### src/rtl/chr_auto_pkg.sv
package chr_auto_pkg;

  // Strobes and samples passed from control to datapath
  typedef struct packed {
    logic capture;    // one-cycle pulse: synchronised A13 just rose
    logic sampledA9;  // A9 aligned with the synchronised A13
    logic autoOn;     // auto mode flag
  } ctrlStrobes_t;

endpackage

### src/rtl/chr_auto_ctrl.sv
module chr_auto_ctrl
  import chr_auto_pkg::*;
#(
  parameter int REG_WIDTH   = 8,
  parameter int ENABLE_BIT  = 7,
  parameter int SYNC_STAGES = 2
) (
  input  logic                 clk,
  input  logic                 rstN,
  input  logic                 regWrEn,
  input  logic [REG_WIDTH-1:0] regWrData,
  input  logic                 ppuA13,
  input  logic                 ppuA9,
  output ctrlStrobes_t         strobes
);

  localparam int LAST = SYNC_STAGES - 1;

  logic [SYNC_STAGES-1:0] syncA13;
  logic [SYNC_STAGES-1:0] syncA9;
  logic                   prevA13;
  logic                   autoOn;

  // Synchroniser chain for both bus bits so they stay aligned
  genvar s;
  generate
    for (s = 0; s < SYNC_STAGES; s++) begin : g_sync
      if (s == 0) begin : g_first
        always_ff @(posedge clk) begin
          if (!rstN) begin
            syncA13[0] <= 1'b0;
            syncA9[0]  <= 1'b0;
          end else begin
            syncA13[0] <= ppuA13;
            syncA9[0]  <= ppuA9;
          end
        end
      end else begin : g_next
        always_ff @(posedge clk) begin
          if (!rstN) begin
            syncA13[s] <= 1'b0;
            syncA9[s]  <= 1'b0;
          end else begin
            syncA13[s] <= syncA13[s-1];
            syncA9[s]  <= syncA9[s-1];
          end
        end
      end
    end
  endgenerate

  always_ff @(posedge clk) begin
    if (!rstN) prevA13 <= 1'b0;
    else       prevA13 <= syncA13[LAST];
  end

  // Mode flag: only the enable bit of the register is decoded here
  always_ff @(posedge clk) begin
    if (!rstN)        autoOn <= 1'b0;
    else if (regWrEn) autoOn <= regWrData[ENABLE_BIT];
  end

  always_comb begin
    strobes.capture   = syncA13[LAST] & ~prevA13;
    strobes.sampledA9 = syncA9[LAST];
    strobes.autoOn    = autoOn;
  end

endmodule

### src/rtl/chr_auto_dp.sv
module chr_auto_dp
  import chr_auto_pkg::*;
(
  input  logic         clk,
  input  logic         rstN,
  input  ctrlStrobes_t strobes,
  input  logic         ppuA13,
  input  logic         ppuA12,
  output logic         heldA9,
  output logic         chrA12
);

  always_ff @(posedge clk) begin
    if (!rstN)                heldA9 <= 1'b0;
    else if (strobes.capture) heldA9 <= strobes.sampledA9;
  end

  // Pattern fetch in auto mode uses the captured half; otherwise pass A12
  always_comb begin
    if (strobes.autoOn && !ppuA13) chrA12 = heldA9;
    else                           chrA12 = ppuA12;
  end

endmodule

### src/rtl/chr_auto_switch.sv
module chr_auto_switch
  import chr_auto_pkg::*;
#(
  parameter int REG_WIDTH   = 8,
  parameter int ENABLE_BIT  = 7,
  parameter int SYNC_STAGES = 2
) (
  input  logic                 clk,
  input  logic                 rstN,
  input  logic                 regWrEn,
  input  logic [REG_WIDTH-1:0] regWrData,
  input  logic                 ppuA13,
  input  logic                 ppuA12,
  input  logic                 ppuA9,
  output logic                 chrA12
);

  ctrlStrobes_t strobes;
  logic         heldA9;

  chr_auto_ctrl #(
    .REG_WIDTH  (REG_WIDTH),
    .ENABLE_BIT (ENABLE_BIT),
    .SYNC_STAGES(SYNC_STAGES)
  ) u_ctrl (
    .clk      (clk),
    .rstN     (rstN),
    .regWrEn  (regWrEn),
    .regWrData(regWrData),
    .ppuA13   (ppuA13),
    .ppuA9    (ppuA9),
    .strobes  (strobes)
  );

  chr_auto_dp u_dp (
    .clk    (clk),
    .rstN   (rstN),
    .strobes(strobes),
    .ppuA13 (ppuA13),
    .ppuA12 (ppuA12),
    .heldA9 (heldA9),
    .chrA12 (chrA12)
  );

endmodule

### config.mk
export PLATFORM = sky130hd
export DESIGN_NAME = chr_auto_switch
export DESIGN_NICKNAME = d
export VERILOG_FILES = /design/src/rtl/chr_auto_pkg.sv /design/src/rtl/chr_auto_ctrl.sv /design/src/rtl/chr_auto_dp.sv /design/src/rtl/chr_auto_switch.sv
export SDC_FILE = /design/constraint.sdc
export NUM_CORES = 1
export LEC_CHECK = 0
export BUFFER_PORTS_ARGS = -buffer_cell sky130_fd_sc_hd__buf_4
export CAP_MARGIN = 20
export CORE_AREA = 2 2 39 41
export CTS_CLUSTER_SIZE = 40
export DETAILED_ROUTE_END_ITERATION = 12
export DIE_AREA = 0 0 41 43
export GPL_TIMING_DRIVEN = 0
export PLACE_DENSITY_LB_ADDON = 0.3
export SYNTH_ARGS = -nofsm -noshare
export SYNTH_HDL_FRONTEND = slang
export SYNTH_SLANG_ARGS = --single-unit
export TNS_END_PERCENT = 20
### constraint.sdc
create_clock -name clk -period 0.9 [get_ports clk]
set_clock_uncertainty 0.15 [all_clocks]
set_input_delay 0.09 -clock clk [delete_from_list [all_inputs] [get_ports clk]]
set_output_delay 0.09 -clock clk [all_outputs]
set_load 0.01 [all_outputs]
# --- After elaboration in Yosys (flattened, before gate mapping) ---
# Cells that the tools add are included.
op_classes:
  n_reduce_logical: 2
  mux: 1
  bitwise: 2
ops:
  columns: ["cell", "n"]
  rows:
  - ["bitwise AND 1 bit", 1]
  - ["logical AND 1 bit", 1]
  - ["logical NOT 1 bit", 1]
  - ["2-to-1 mux 1 bit", 1]
  - ["inverter 1 bit", 1]
word_totals:
  reg_bits: 7
  out_inout_bits: 1

# --- Logic depth before layout (Yosys ltp) ---
logic_depth:
  depth_word: 3
  ltp_mapped: 2

# --- Hierarchy ---
# From an unflattened synthesis, not the netlist that was laid out.
hier_totals:
  hier_cells: 21
  area_unflattened_um2: 246.5
by_module_without_submodules:
  columns: ["module", "area_per_inst_um2", "instances", "cells_per_inst"]
  rows:
  - ["chr_auto_ctrl", 188.9, 1, 16]
  - ["chr_auto_dp", 57.6, 1, 5]

# --- Worst setup path after synthesis ---
# No wires, ideal clock.
synth_timing:
  kind: "reg2out"
  start: "register u_ctrl.autoOn"
  end: "output chrA12"
  arrival_time_ns: 0.706
  n_path_buf: 0
  path_stages_with_launch: 3
  required_time_ns: 0.660
  slack_ns: -0.046
  path_cell_list: "dfxtp_1 -> nand2b_4 -> mux2_4"
synth_via:
  elab_chain_len: 2
synth_lines:
  columns: ["element", "line", "text"]
  rows:
  - ["start: declaration", "chr_auto_ctrl.sv:22", "logic autoOn;"]
  - ["start signal: assignment", "chr_auto_ctrl.sv:60", "else if (regWrEn) autoOn <= regWrData[ENABLE_BIT];"]
  - ["logical AND 1 bit", "chr_auto_dp.sv:20", "if (strobes.autoOn && !ppuA13) chrA12 = heldA9;"]
  - ["2-to-1 mux 1 bit", "chr_auto_dp.sv:20", null]
  - ["end: declaration", "chr_auto_switch.sv:15", "output logic chrA12"]
# No other way between the ends.

# --- Final worst setup path ---
# Same ends and word-level chain as after synthesis.

==> results.md <==
## Setup path
- **crit path kind** reg2out
- **Worst R2R Path Depth** 2
- **Worst R2R Setup Slack** 0.06 ns
- **maximum fanout count along the critical path** 2
- **Setup crit end kind** output port
- **endpoint of the lowest-slack register-to-register path** u_dp.heldA9
- **startpoint class of the critical path** flop
- **data required time of the critical path** 0.66 ns
- **R2R Path Start** u_ctrl.syncA13[1]
- **arrival time of data at the critical path endpoint** 1.05 ns

## Clock network
- **clk_lat worst skew** 0.24 ns
- **H-tree depth** 1
- **number of buffers added by the clock tree synthesis step** 3
- **number of hold-repair buffers added at the cts stage** 2
- **clock tree from TritonCTS** built
- **clock input transition at the sequential cells of the worst setup and hold paths** 0.05 ns
- **count of clock tree sinks** 7
- **CTS Root Buffer Type** sky130_fd_sc_hd__clkbuf_4
- **buffer levels on the longest clock path** 2

## Detailed routing
- **number of DRC violations after detailed routing** 0
- **post-DR vias/cell** 3.49
- **average wire per standard cell** 6.84 um
- **number of antenna-violating nets in the routed design** 0
- **DR vias** 171
- **number of detailed-routing iterations run before antenna repair** 1
- **starting DRC count in detailed routing** 0
- **routed wire length** 335 um

## Power and ir drop
- **maximum vdd drop** 0.597 mV
- **proportion of total power due to net switching** 19.5%
- **Cell Int Power** 540 uW
- **proportion of power drawn by combinational gates** 9.5%
- **relative contribution of the clock network to total power** 41.3%
- **power per standard cell area** 1790 nW/um2
- **net load switching power** 131 uW
- **Final Power** 670 uW
- **part of the power in registers** 49.2%
- **leakage power of the design** 0.000172 uW

## Run status
- **failing checks** hold timing, setup timing
- **outcome** complete, but fails checks

## Finish
- **fraction of final layout cells with drive strength greater than 1** 42.4%
- **final standard cell area without fillers** 374 um2
- **Fill cells** 145
- **number of antenna cells inserted** 0
- **core occupancy in the finished layout** 27.0%
- **Post-layout nets** 48
- **highest-count cells in the layout ignoring fill and taps** sky130_fd_sc_hd__buf_4 (6), sky130_fd_sc_hd__dfxtp_1 (6), sky130_fd_sc_hd__and2_1 (5)
- **layout-stage area growth over the synthesis result** 55.7%

## GRT
- **antenna violations before repair** 0
- **vias in the first global route** 151
- **residual overflow from global routing** 0
- **maximum number of pins on one net before global-route repair** 9
- **first-pass GRT wire length** 545 um
- **aggregate global-route resource usage** 4.94%

## STA
- **setup TNS after final layout** -0.391 ns
- **slew at the pin closest to its max-slew limit** 0.122 ns
- **final-report max-slew violation count** 0
- **setup repair after global routing missed its margin** true
- **Hold Vio Cnt, Final** 7
- **minimum setup slack in the final design** -0.391 ns
- **worst slew margin relative to its limit** 91.6%
- **minimum hold slack** -0.0532 ns
- **final worst-path cycle share** 143%
- **Highest Clock Rate** 0.774 GHz
- **minimum clock period after layout** 1.29 ns
- **Setup Viol. Count Final** 1

## Job
- **number of maximum-capacitance constraint violations** 0

## Floorplan
- **number of I/O pins** 15
- **Die Footprint** 1760 um2
- **die span in x** 41 um
- **core footprint** 1380 um2
- **initial cell density of the core** 17.4%
- **Core Rows** 14
- **overall die height** 43 um

## Synthesis
- **cells taking the most area after synthesis** sky130_fd_sc_hd__dfxtp_1 (58%), sky130_fd_sc_hd__and2_1 (13%), sky130_fd_sc_hd__mux2i_1 (8.3%)
- **Mapped Cells** 20
- **synthesis-stage register bit count** 7
- **Synth area leader** sky130_fd_sc_hd__dfxtp_1
- **post-synthesis sequential area ratio** 58.3%
- **synthesis warning total** 0
- **count of different cell masters after synthesis** 7
- **synthesized cell area** 240 um2
- **number of nets produced by synthesis** 34
- **proportion of netlist area held by the largest area contributor** 58.3%
- **Syn Area/Cell** 12.0 um2

## Worst hold path
- **terminating pin of the worst hold path** u_ctrl.strobes[1]
- **Min-Delay Path Depth** 2
- **class of the most critical hold timing path** in2reg
- **worst min-delay path startpoint** rstN

## Placed design
- **Final GP Congestion** 0.569
- **area of placed instances** 314 um2
- **total of buffers placed on input and output ports** 7
- **worst slack at placement** -0.147 ns

flip-flops by register name, summed over array words and instances (netlist names):
register / cells
u_ctrl.syncA9: 1
u_ctrl.autoOn: 1
u_dp.heldA9: 1
u_ctrl.syncA13: 2
u_ctrl.prevA13: 1
u_ctrl.strobes: 1
Yosys cell counts:
cell type / instances
sky130_fd_sc_hd__nand2b_4: 1
sky130_fd_sc_hd__and2_1: 5
sky130_fd_sc_hd__nor2b_1: 2
sky130_fd_sc_hd__mux2i_1: 2
sky130_fd_sc_hd__nand2_1: 2
sky130_fd_sc_hd__mux2_4: 1
sky130_fd_sc_hd__dfxtp_1: 7
layer usage:
| metal | wire length, um | global-route usage [%] |
|---|---|---|
| met1 | 147 | 6.21 |
| met2 | 157 | 5.63 |
| met3 | 31 | 1.57 |
| met4 | 0 | 6.00 |
| met5 | 0 | 0 |
logic make-up (layout without fill, tap and decap cells):
group / Yosys count / after routing / share of synthesized area, %
simple gates: 10 / 10 / 27.1
mux: 3 / 3 / 14.6
flops: 7 / 7 / 58.3
buf+inv: 0 / 13 / 0
power by group through the flow:
stage / logic (uW) / registers, uW / clock network [uW]
after global placement: 52.5 / 335 / 0
after global routing: 70.1 / 330 / 312
after floorplan: 23.9 / 334 / 0
after detailed placement: 53.4 / 335 / 0
final: 63.6 / 330 / 277
after CTS: 62.4 / 329 / 297
metrics by stage:
| stage | instances | hold slack, ns |
|---|---|---|
| final | 49 | -0.0532 |
| after global routing | 49 | -0.0470 |
| after global placement | 43 | 0.145 |
| after CTS | 49 | -0.0606 |
| after floorplan | 20 | 0.0617 |
| after detailed placement | 43 | 0.148 |
what timing repair did:
| item | in CTS | in global routing |
|---|---|---|
| pin swaps | 0 | 1 |
| gates resized for setup | 1 | 3 |
| endpoints found under the hold margin | 7 | 7 |
| buffers inserted | 0 | 0 |
| endpoints found under the setup margin | 1 | 3 |
cell type report:
cell class | instances | area [um2] | share of cell area [%]
Multi-Input combinational cell | 13 | 108 | 28.8
Clock buffer | 4 | 26.3 | 7.02
Tap cell | 16 | 20.0 | 5.35
Sequential cell | 7 | 141 | 37.8
Timing Repair Buffer | 9 | 78.8 | 21.1
worst max path at each step:
| stage | start | to | slack, ns | cells after the start |
|---|---|---|---|---|
| global placement | u_ctrl.autoOn | chrA12 | -0.14 | 3 |
| global route | u_ctrl.autoOn | chrA12 | -0.42 | 3 |
| detailed placement | u_ctrl.autoOn | chrA12 | -0.15 | 3 |
| finish | u_ctrl.autoOn | chrA12 | -0.39 | 3 |
| CTS | u_ctrl.autoOn | chrA12 | -0.41 | 3 |
| floorplan | u_ctrl.autoOn | chrA12 | -0.02 | 2 |
critical path, stage by stage, from the launching register on:
cell,delay [ns]
sky130_fd_sc_hd__dfxtp_2,0.34
sky130_fd_sc_hd__nand2b_4,0.05
sky130_fd_sc_hd__mux2_4,0.29
sky130_fd_sc_hd__buf_6,0.12
No activity file was read; power rests on OpenSTA's default activity.
